<file path="src/rtl/mdio_pkg.sv">
// Shared frame geometry and command builder for the management frame master.
// Assumes: fixed frame layouts (full preamble, 16-bit read header, 32-bit
// write body), MSB-first transmission.
package mdio_pkg;
    localparam int PRE_BITS     = 32;
    localparam int RD_HDR_BITS  = 16;
    localparam int RD_WIN_BITS  = 20;
    localparam int WR_BODY_BITS = 32;
    localparam int WR_TAIL_BITS = 2;
    localparam int ADDR_W       = 5;
    localparam int DATA_W       = 16;

    localparam int RD_OE_BITS   = PRE_BITS + RD_HDR_BITS;
    localparam int WR_OE_BITS   = PRE_BITS + WR_BODY_BITS;
    localparam int RD_TOTAL     = RD_OE_BITS + RD_WIN_BITS;
    localparam int WR_TOTAL     = WR_OE_BITS + WR_TAIL_BITS;
    localparam int SHIFT_BITS   = WR_OE_BITS;
    localparam int IDX_W        = $clog2(RD_TOTAL);
    // Window positions holding word bits DATA_W..1 (word bit = RD_WIN_BITS-1-pos)
    localparam int CAP_FIRST    = RD_OE_BITS + (RD_WIN_BITS - 1 - DATA_W);
    localparam int CAP_LAST     = CAP_FIRST + DATA_W - 1;

    // Builds the 32 bits sent after the preamble; a read header fills the top half.
    function automatic logic [WR_BODY_BITS-1:0] build_cmd(
        input logic              rd,
        input logic [ADDR_W-1:0] phy,
        input logic [ADDR_W-1:0] rg,
        input logic [DATA_W-1:0] wd
    );
        if (rd)
            build_cmd = {2'b11, 2'b01, 2'b10, phy, rg, {DATA_W{1'b0}}};
        else
            build_cmd = {2'b01, 2'b01, phy, rg, 2'b10, wd};
    endfunction
endpackage

</file>
<file path="src/rtl/mdio_half_timer.sv">
// Half-period timer: while run is high, pulses tick once every HALF_DIV
// system clocks. Assumes HALF_DIV >= 1; restart or !run returns it to zero.
module mdio_half_timer #(
    parameter int HALF_DIV = 40
) (
    input  logic clk,
    input  logic rst_n,
    input  logic run,
    input  logic restart,
    output logic tick
);
    localparam int CNT_W = (HALF_DIV > 1) ? $clog2(HALF_DIV) : 1;
    localparam logic [CNT_W-1:0] CNT_TOP = CNT_W'(HALF_DIV - 1);

    logic [CNT_W-1:0] cnt;

    assign tick = run && (cnt == CNT_TOP);

    // Count system clocks within the current MDC half-period.
    always_ff @(posedge clk) begin
        if (!rst_n || restart || !run)
            cnt <= '0;
        else if (tick)
            cnt <= '0;
        else
            cnt <= cnt + 1'b1;
    end
endmodule

</file>
<file path="src/rtl/mdio_bit_seq.sv">
// Bit sequencer: owns busy, the MDC level and the bit index. Each bit is a
// low phase then a high phase, each one timer tick long; done follows the
// falling edge of the last bit. Assumes start only arrives while idle.
module mdio_bit_seq
    import mdio_pkg::*;
(
    input  logic             clk,
    input  logic             rst_n,
    input  logic             start,
    input  logic             start_rd,
    input  logic             tick,
    output logic             busy,
    output logic             mdc,
    output logic             is_rd,
    output logic [IDX_W-1:0] bit_idx,
    output logic             rise_evt,
    output logic             fall_evt,
    output logic             done
);
    localparam logic [IDX_W-1:0] RD_LAST = IDX_W'(RD_TOTAL - 1);
    localparam logic [IDX_W-1:0] WR_LAST = IDX_W'(WR_TOTAL - 1);

    logic last_bit;

    assign rise_evt = busy && tick && !mdc;
    assign fall_evt = busy && tick && mdc;
    assign last_bit = (bit_idx == (is_rd ? RD_LAST : WR_LAST));

    // Advance the phase and bit index, and end the frame after the last bit.
    always_ff @(posedge clk) begin
        if (!rst_n) begin
            busy    <= 1'b0;
            mdc     <= 1'b0;
            is_rd   <= 1'b0;
            bit_idx <= '0;
            done    <= 1'b0;
        end else begin
            done <= 1'b0;
            if (start) begin
                busy    <= 1'b1;
                mdc     <= 1'b0;
                is_rd   <= start_rd;
                bit_idx <= '0;
            end else if (rise_evt) begin
                mdc <= 1'b1;
            end else if (fall_evt) begin
                mdc <= 1'b0;
                if (last_bit) begin
                    busy <= 1'b0;
                    done <= 1'b1;
                end else begin
                    bit_idx <= bit_idx + 1'b1;
                end
            end
        end
    end
endmodule

</file>
<file path="src/rtl/mdio_shift_path.sv">
// Data path: a transmit shift register (preamble plus command) that shifts on
// each falling MDC edge, the output-enable decode, and a receive shift
// register that keeps only the 16 window samples forming the register value.
// Assumes load coincides with the sequencer start.
module mdio_shift_path
    import mdio_pkg::*;
(
    input  logic              clk,
    input  logic              rst_n,
    input  logic              load,
    input  logic              ld_rd,
    input  logic [ADDR_W-1:0] phy,
    input  logic [ADDR_W-1:0] rg,
    input  logic [DATA_W-1:0] wd,
    input  logic              busy,
    input  logic              is_rd,
    input  logic [IDX_W-1:0]  bit_idx,
    input  logic              rise_evt,
    input  logic              fall_evt,
    input  logic              mdio_i,
    output logic              mdio_o,
    output logic              mdio_oe,
    output logic [DATA_W-1:0] rdata
);
    localparam logic [IDX_W-1:0] RD_OE_END = IDX_W'(RD_OE_BITS);
    localparam logic [IDX_W-1:0] WR_OE_END = IDX_W'(WR_OE_BITS);
    localparam logic [IDX_W-1:0] CAP_LO    = IDX_W'(CAP_FIRST);
    localparam logic [IDX_W-1:0] CAP_HI    = IDX_W'(CAP_LAST);

    logic [SHIFT_BITS-1:0] tx_sr;
    logic                  in_cap;

    assign mdio_o  = tx_sr[SHIFT_BITS-1];
    assign mdio_oe = busy && (bit_idx < (is_rd ? RD_OE_END : WR_OE_END));
    assign in_cap  = is_rd && (bit_idx >= CAP_LO) && (bit_idx <= CAP_HI);

    // Load the frame on accept, then move to the next bit at each falling edge.
    always_ff @(posedge clk) begin
        if (!rst_n)
            tx_sr <= '0;
        else if (load)
            tx_sr <= {{PRE_BITS{1'b1}}, build_cmd(ld_rd, phy, rg, wd)};
        else if (fall_evt)
            tx_sr <= {tx_sr[SHIFT_BITS-2:0], 1'b0};
    end

    // Capture the register value bits of the read window, MSB first.
    always_ff @(posedge clk) begin
        if (!rst_n)
            rdata <= '0;
        else if (rise_evt && in_cap)
            rdata <= {rdata[DATA_W-2:0], mdio_i};
    end
endmodule

</file>
<file path="src/rtl/mdio_frame_master.sv">
// Management frame master top: accepts one request while idle and runs a
// full read or write frame on MDC/MDIO. HALF_DIV defaults to the smallest
// half-period (in system clocks) that keeps MDC at or below MDC_MAX_HZ.
module mdio_frame_master
    import mdio_pkg::*;
#(
    parameter int CLK_HZ     = 200_000_000,
    parameter int MDC_MAX_HZ = 2_500_000,
    parameter int HALF_DIV   = (CLK_HZ + 2 * MDC_MAX_HZ - 1) / (2 * MDC_MAX_HZ)
) (
    input  logic        clk,
    input  logic        rst_n,
    input  logic        req,
    input  logic        rd_nwr,
    input  logic [4:0]  phy_addr,
    input  logic [4:0]  reg_addr,
    input  logic [15:0] wdata,
    input  logic        mdio_i,
    output logic        busy,
    output logic        done,
    output logic [15:0] rdata,
    output logic        mdc,
    output logic        mdio_o,
    output logic        mdio_oe
);
    logic             accept;
    logic             tick;
    logic             is_rd;
    logic [IDX_W-1:0] bit_idx;
    logic             rise_evt;
    logic             fall_evt;

    assign accept = req && !busy;

    mdio_half_timer #(.HALF_DIV(HALF_DIV)) u_timer (
        .clk     (clk),
        .rst_n   (rst_n),
        .run     (busy),
        .restart (accept),
        .tick    (tick)
    );

    mdio_bit_seq u_seq (
        .clk      (clk),
        .rst_n    (rst_n),
        .start    (accept),
        .start_rd (rd_nwr),
        .tick     (tick),
        .busy     (busy),
        .mdc      (mdc),
        .is_rd    (is_rd),
        .bit_idx  (bit_idx),
        .rise_evt (rise_evt),
        .fall_evt (fall_evt),
        .done     (done)
    );

    mdio_shift_path u_path (
        .clk      (clk),
        .rst_n    (rst_n),
        .load     (accept),
        .ld_rd    (rd_nwr),
        .phy      (phy_addr),
        .rg       (reg_addr),
        .wd       (wdata),
        .busy     (busy),
        .is_rd    (is_rd),
        .bit_idx  (bit_idx),
        .rise_evt (rise_evt),
        .fall_evt (fall_evt),
        .mdio_i   (mdio_i),
        .mdio_o   (mdio_o),
        .mdio_oe  (mdio_oe),
        .rdata    (rdata)
    );
endmodule

</file>
<file path="config.mk">
export PLATFORM = sky130hd
export DESIGN_NAME = mdio_frame_master
export DESIGN_NICKNAME = d
export VERILOG_FILES = /design/src/rtl/mdio_pkg.sv /design/src/rtl/mdio_half_timer.sv /design/src/rtl/mdio_bit_seq.sv /design/src/rtl/mdio_shift_path.sv /design/src/rtl/mdio_frame_master.sv
export SDC_FILE = /design/constraint.sdc
export NUM_CORES = 1
export LEC_CHECK = 0
export BUFFER_PORTS_ARGS = -buffer_cell sky130_fd_sc_hd__buf_2
export CORE_AREA = 5 5 106 108
export CTS_BUF_LIST = sky130_fd_sc_hd__clkbuf_8 sky130_fd_sc_hd__clkbuf_16
export DETAILED_ROUTE_END_ITERATION = 8
export DIE_AREA = 0 0 111 113
export GPL_ROUTABILITY_DRIVEN = 0
export PLACE_DENSITY_LB_ADDON = 0.08
export SKIP_CTS_REPAIR_TIMING = 1
export SYNTH_ARGS = -nofsm -noshare
export SYNTH_HDL_FRONTEND = slang
export SYNTH_SLANG_ARGS = --single-unit
</file>
<file path="constraint.sdc">
create_clock -name clk -period 2.3 [get_ports clk]
set_clock_uncertainty 0.1 [all_clocks]
set_input_delay 0.69 -clock clk [delete_from_list [all_inputs] [get_ports clk]]
set_output_delay 0.69 -clock clk [all_outputs]
set_load 0.03 [all_outputs]
</file>
Word level (Yosys, flattened, before mapping)

Index checks and enable logic that the tools add are counted.

Reductions and logical operators: 22
Magnitude comparators: 3
Equal/unequal tests: 3
Add/subtract/negate cells: 2
Divide/modulo/power cells: 0
Bitwise gates (word level): 4
Multiplexer cells: 12
$mul: 0
Shifts and indexed selects: 0

Operator list:

| kind                  | count |
|---|---|
| $mux W64              | 2 |
| $mux W32              | 1 |
| $logic_and A1 B1 Y1   | 9 |
| $add A7 B1 Y7 const B | 1 |
| $eq A7 B7 Y1          | 1 |
| $ge A7 B6 Y1 const B  | 1 |
| $le A7 B7 Y1 const B  | 1 |
| $lt A7 B7 Y1          | 1 |
| $mux W1               | 7 |
| $mux W7               | 1 |
| $add A6 B1 Y6 const B | 1 |
| $eq A6 B6 Y1 const B  | 1 |
| $reduce_and A3 Y1     | 2 |
| $reduce_bool A2 Y1    | 3 |
| $not A1 Y1            | 4 |
| $reduce_or A2 Y1      | 2 |
| $reduce_or A4 Y1      | 1 |
| $logic_not A1 Y1      | 3 |
| $logic_or A1 B1 Y1    | 2 |
| $mux W2               | 1 |
| $ne A2 B2 Y1 const B  | 1 |

Memories kept: 0
Output and inout bits: 21
Flip-flop bits (word level): 97
Latch bits: 0
Memory bits (writable): 0
Input port bits: 31
Memory bits (read-only): 0

Logic depth before layout (Yosys ltp)

Gate-level depths: netlist of run 1.

Depth in word-level cells: 7
Gate-level depth with buffers: 8
Mapped depth without buffers: 5

Hierarchy

A second synthesis of run 1 with hierarchy kept.

Cell total of the unflattened synthesis: 422
Area total of the unflattened synthesis: 4332.9 um2

Modules (own cells, without submodules):

| module            | cells each | area each (um2) | instances |
|---|---|---|---|
| mdio_shift_path   | 336        | 3525.9          | 1 |
| mdio_bit_seq      | 58         | 539.3           | 1 |
| mdio_half_timer   | 27         | 254.0           | 1 |
| mdio_frame_master | 1          | 13.8            | 1 |

Worst setup path before layout of run 1

Ideal clock, no wire load.

Path kind: register to output
Start point: reg u_seq.is_rd
End point: out mdio_oe
Cell stages (with the launch flop): 6
Path slack: 245 ps
Data arrival time: 1265 ps
Data required time: 1510 ps
Path buffers: 0
Path through: dfxtp_1 > inv_1 > ha_1 > o21a_1 > o21ai_0 > and3b_1

Longest elaborated chain between the ends: 3

RTL lines:

| item                     | RTL line                | RTL |
|---|---|---|
| start: declaration       | mdio_bit_seq.sv:14      | `output logic is_rd,` |
| start signal: assignment | mdio_bit_seq.sv:42      | `is_rd <= start_rd;` |
| $mux W7                  | mdio_shift_path.sv:34   | `assign mdio_oe = busy && (bit_idx < (is_rd ? RD_OE_END : WR_OE_END));` |
| $lt A7 B7 Y1             | mdio_shift_path.sv:34   |  |
| $logic_and A1 B1 Y1      | mdio_shift_path.sv:34   |  |
| end: declaration         | mdio_frame_master.sv:24 | `output logic mdio_oe` |

No other way between the ends.

Final worst setup path of run 1

Ends and elaborated chain as after synthesis.

==> reports/qor.csv, run 1 <==
stage,metric,value,unit
status,outcome,"finished, final reports clean",
power_and_ir_drop,power_leakage,1.97,nW
critical_path,cp_slowest_cell,dfxtp_4,
routing,drt_iter0_drc,224,
floorplan,die_h,113,µm
floorplan,die_w,111,µm
critical_path,cp-start-kind,register,
power_and_ir_drop,irDropWorstVdd,0.436,mV
clocking,cts-root-buf,clkbuf_8,
floorplan,rows,37,
sta,rsz0062_at_grt,true,
global_routing,antenna_found_initial,0,
power_and_ir_drop,cellPowerDensity,708,mW/mm²
routing,drcViolationCount,0,
synthesis,ys_types,40,
sta,fin_setup_tns,0,ns
global_routing,grt.overflow.total,0,
critical_path,crit_chain,"inv_4, ha_4, o21a_1, o21ai_1, and3b_1, buf_6",
critical_path,reg2reg_from,u_seq.bit_idx[0],
critical_path,worst_path_largest_cell_delay,0.38,ns
routing,via_per_inst,5.06,
synthesis,dominantRegCellSynth,dfxtp_1,
final_layout,drive_gt1_share,21.1,%
min_path,hold_path_depth,1,
floorplan,coreArea,0.0101,mm²
run,cap_violations,0,
synthesis,synth_seq_area_share,48.6,%
critical_path,rr_worst_depth,5,
global_routing,grt_pass1_vias,3227,
place,port_buffers,51,
clocking,tritoncts.num_buffers,9,
final_layout,nFillCells,1001,
critical_path,crit_required,1.51,ns
final_layout,nets,538,
critical_path,cp_max_fo,4,
routing,vias,3256,
final_layout,final_util,46.0,%
final_layout,seqCellArea,0.00195,mm²
clocking,cts_buffer_depth,2,
critical_path,end_kind,output pin,
critical_path,critical_path_buf_inv_count,2,
synthesis,syn_area,0.00400,mm²
final_layout,syn2layout_area_growth,16.7,%
synthesis,synth_nets,492,
synthesis,synth_cells,457,
clocking,worstSkewPairLatency,0.36,ns
floorplan,initial_core_util,39.4,%
critical_path,worstSetupPathType,reg2out,
clocking,path_clk_slew,0.09,ns
power_and_ir_drop,fin_total_pwr,3.30,mW
place,dp.cells,625,
final_layout,multi_input_area,0.00187,mm²
clocking,cts_tree,built,
sta,hold_viol_final,0,
clocking,cts_max_level,3,
critical_path,path_delay_family,flip-flops,
final_layout,mostFrequentLayoutCell,nand2_1,
sta,worst_pin_slew,1.08,ns
synthesis,synth.avg_cell_area,8.75,µm²
final_layout,instances_no_fill,644,
global_routing,grt_pass1_wl,15000,µm
sta,setup_viol,0,
sta,holdWs,0.346,ns
critical_path,r2r_setup_slack,0.16,ns
place,hpwl,5700,µm
synthesis,synth-edff-count,0,
global_routing,grtUsageTotal,14.3,%
min_path,hp-class,reg2reg,
sta,layout_min_cycle_time,2.29,ns
sta,fmax,436,MHz
routing,wl_per_cell,13.5,µm
floorplan,fp.dieArea,0.0125,mm²
synthesis,async_flop_share,0,%
floorplan,ioPinCount,52,
final_layout,final_cell_mix,"nand2_1, dfxtp_1, buf_2",
routing,ant_nets,0,
global_routing,grt_max_degree,55,
synthesis,ys_seq_elements,97,
routing,first_pass_iters,4,
clocking,clock-sinks,97,
routing,wl,8670,µm
critical_path,worst_ep_arrival_time,1.50,ns
synthesis,yosysWarnings,0,
final_layout,diodes,0,
critical_path,r2r_end,u_path.rdata[0],
min_path,hold_start,u_timer.cnt[0],
sta,period_share,99.8,%
sta,drv_slew,0,
min_path,hold_end,u_timer.cnt[0],
sta,relSlewSlack,27.7,%
cells in the mapped netlist (4+ instances only):
cell      count  share of area [%]
dfxtp_1      97                 49
a31oi_1      45                7.0
nand3_1       6               0.75
nor4_1        4               0.63
clkbuf_1     19                1.8
mux2_2        8                2.3
buf_6         7                2.0
mux2i_1      31                7.8
nand2_1     137                 13
ha_1          4                1.3
inv_1         5               0.47
o21ai_0      28                3.5
xnor2_1       8                1.8
a21oi_1       5               0.63
nor2_1       14                1.3
a311oi_1      4               0.88
buf_2         6               0.75
cells by family (layout without fill, tap and decap cells):
logic type	Yosys count	in the layout	share of synthesized area, %
muxes	39	39	10.0
xor gates and xnor gates	10	10	2.19
AOI/OAI and AO/OA	87	87	13.1
and+or+nand+nor	181	181	19.6
adders and majority gates	4	4	1.25
DFF	97	97	48.6
buffers and inverters	39	90	5.26
power by group:
group / total (mW) / switching, mW / internal, mW
registers: 1.81 / 0.0431 / 1.76
logic: 0.249 / 0.140 / 0.110
clock network: 1.25 / 0.602 / 0.647
final cells by class:
cell class | count | share of cell area (%)
inverters | 5 | 0.456
multi-input cells | 321 | 40.2
repair buffers | 69 | 9.04
clock buffers | 10 | 2.95
flip-flops and latches | 97 | 41.8
well taps | 136 | 3.65
clock inverters | 6 | 1.93
state kept, by name, indices dropped and copies added, names as in the netlist:
register	flops
u_path.tx_sr	64
u_path.rdata	16
u_seq.bit_idx	7
u_timer.cnt	6
u_seq.busy	1
u_seq.done	1
u_seq.is_rd	1
u_seq.mdc	1
per-layer routing:
layer	wire [µm]	part of all wire, %	track usage (%)	vias up
met5	0	0	0	-
met4	117	1.3	4.52	0
met3	363	4.2	3.69	13
met2	4150	48	23.9	70
met1	4050	47	18.2	1513
li1	-	-	-	1660
stage by stage:
stage / area, µm² / setup slack (ns)
floorplan: 4000 / 0.245
global placement: 4370 / 0.178
detailed placement: 4370 / 0.159
CTS: 4600 / -0.232
global route: 4660 / -0.118
finish: 4660 / 0.00572
worst max-delay path by stage:
stage,start,endpoint,slack (ns),cells after the start
3_3_place_gp,u_seq.is_rd,mdio_oe,0.18,6
4_1_cts,u_seq.is_rd,mdio_oe,-0.23,6
5_1_grt,u_seq.is_rd,mdio_oe,-0.12,6
3_5_place_dp,u_seq.bit_idx[0],u_path.rdata[14],0.16,5
2_1_floorplan,u_seq.is_rd,mdio_oe,0.25,5
6_report,u_seq.is_rd,mdio_oe,0.006,6
No activity file was read; power rests on OpenSTA's default activity.
==> run 2: changes to the inputs <==
CORE_AREA = 5 5 90 92   (was 5 5 106 108)
DIE_AREA = 0 0 95 97   (was 0 0 111 113)
==> reports/qor.csv, run 2 (synthesis gave the netlist of run 1 again) <==
stage,metric,value,unit
status,outcome,finished with violations,
status,violations,setup timing,
clocking,clock-sinks,97,
final_layout,seqCellArea,0.00195,mm²
run,cap_violations,0,
power_and_ir_drop,cellPowerDensity,705,mW/mm²
global_routing,grtUsageTotal,18.4,%
floorplan,die_w,95,µm
final_layout,drive_gt1_share,20.3,%
critical_path,path_delay_family,flip-flops,
place,port_buffers,51,
critical_path,end_kind,output pin,
place,placedInstanceArea,0.00433,mm²
global_routing,grt_pass1_wl,13800,µm
sta,relSlewSlack,52.9,%
final_layout,nFillCells,637,
critical_path,crit_required,1.51,ns
place,hpwl,5340,µm
routing,ant_nets,0,
critical_path,cp_slowest_cell,dfxtp_4,
routing,wl,8120,µm
critical_path,worstSetupPathType,reg2out,
critical_path,worst_path_largest_cell_delay,0.39,ns
sta,fin_setup_tns,-0.0129,ns
clocking,worstSkewPairLatency,0.35,ns
sta,hold_viol_final,0,
floorplan,coreArea,0.00714,mm²
global_routing,grt.overflow.total,0,
critical_path,cp-start-kind,register,
routing,vias,3205,
floorplan,initial_core_util,56.0,%
sta,worst_pin_slew,0.703,ns
routing,drcViolationCount,0,
power_and_ir_drop,irDropWorstVdd,0.438,mV
min_path,hp-class,reg2reg,
global_routing,antenna_found_initial,0,
final_layout,multi_input_area,0.00187,mm²
final_layout,final_cell_mix,"nand2_1, dfxtp_1, buf_2",
floorplan,fp.dieArea,0.00922,mm²
routing,first_pass_iters,5,
critical_path,r2r_setup_slack,0.41,ns
final_layout,diodes,0,
critical_path,critical_path_buf_inv_count,2,
final_layout,reg_top3,"u_path.tx_sr: 64 flops, u_path.rdata: 16 flops, u_seq.bit_idx: 7 flops",
critical_path,crit_chain,"inv_4, ha_4, o21a_1, o21ai_1, and3b_1, buf_6",
final_layout,nets,533,
sta,layout_min_cycle_time,2.31,ns
sta,worst_slack,-0.0129,ns
floorplan,rows,31,
sta,drv_slew,0,
clocking,tritoncts.num_buffers,9,
final_layout,mostFrequentLayoutCell,nand2_1,
final_layout,instances_no_fill,602,
place,pre_cts_slack,0.143,ns
clocking,cts_buffer_depth,2,
critical_path,cp_max_fo,4,
clocking,cts_max_level,3,
floorplan,ioPinCount,52,
floorplan,die_h,97,µm
clocking,cts-root-buf,clkbuf_8,
final_layout,syn2layout_area_growth,14.8,%
sta,fmax,432,MHz
sta,setup_viol,1,
routing,via_per_inst,5.32,
final_layout,regMostFlops,u_path.tx_sr,
critical_path,worst_ep_arrival_time,1.52,ns
final_layout,largest_reg_flops,64,
final_layout,final_design_area_no_fill,0.00459,mm²
sta,rsz0062_at_grt,true,
clocking,cts_tree,built,
routing,wl_per_cell,13.5,µm
place,dp.cells,585,
sta,period_share,101,%
global_routing,grt_max_degree,55,
global_routing,grt_pass1_vias,3076,
clocking,path_clk_slew,0.09,ns
routing,drt_iter0_drc,159,
power_and_ir_drop,power_leakage,1.95,nW
## run 2: cell types whose count changed in the layout (fill, tap and decap cells not counted), sizes merged
cell / previous run / this run
clkbuf: 10 / 9
clkinvlp: 0 / 2
buf: 69 / 64
inv: 7 / 6
## run 2: layer usage
layer / up-vias / track usage [%] / wire, µm / part of all wire (%)
met3: 8 / 6.13 / 375 / 4.6
met2: 57 / 30.0 / 3870 / 48
met5: - / 0 / 0 / 0
met4: 0 / 5.11 / 94 / 1.2
li1: 1650 / - / - / -
met1: 1490 / 22.8 / 3780 / 46
## run 2: final timing paths
path | startpoint | to | cells past startpoint
setup / recovery | u_seq.is_rd | mdio_oe | 6
hold / removal | u_timer.cnt[0] | u_timer.cnt[0] | 1
setup reg to reg | u_seq.bit_idx[0] | u_path.rdata[2] | 5
hold reg to reg | u_timer.cnt[0] | u_timer.cnt[0] | 1
## run 2: layout make-up
class	count	share of cell area, %
repair buffers	64	8.91
clock inverters	7	2.04
inverters	5	0.463
flip-flops and latches	97	42.5
well taps	99	2.70
clock buffers	9	2.70
multi-input cells	321	40.7
## run 2: power by group
part	switching [mW]	total, mW	internal, mW
logic	0.135	0.242	0.107
registers	0.0451	1.81	1.76
clock network	0.574	1.19	0.612
total	0.754	3.24	2.48
## run 2: through the flow
stage	total power, mW	hold WS [ns]	util (%)
finish	3.24	0.338	64.3
global route	3.38	0.378	64.3
CTS	3.28	0.342	63.7
detailed placement	2.08	0.329	60.6
global placement	2.08	0.326	60.6
floorplan	2.00	0.311	-
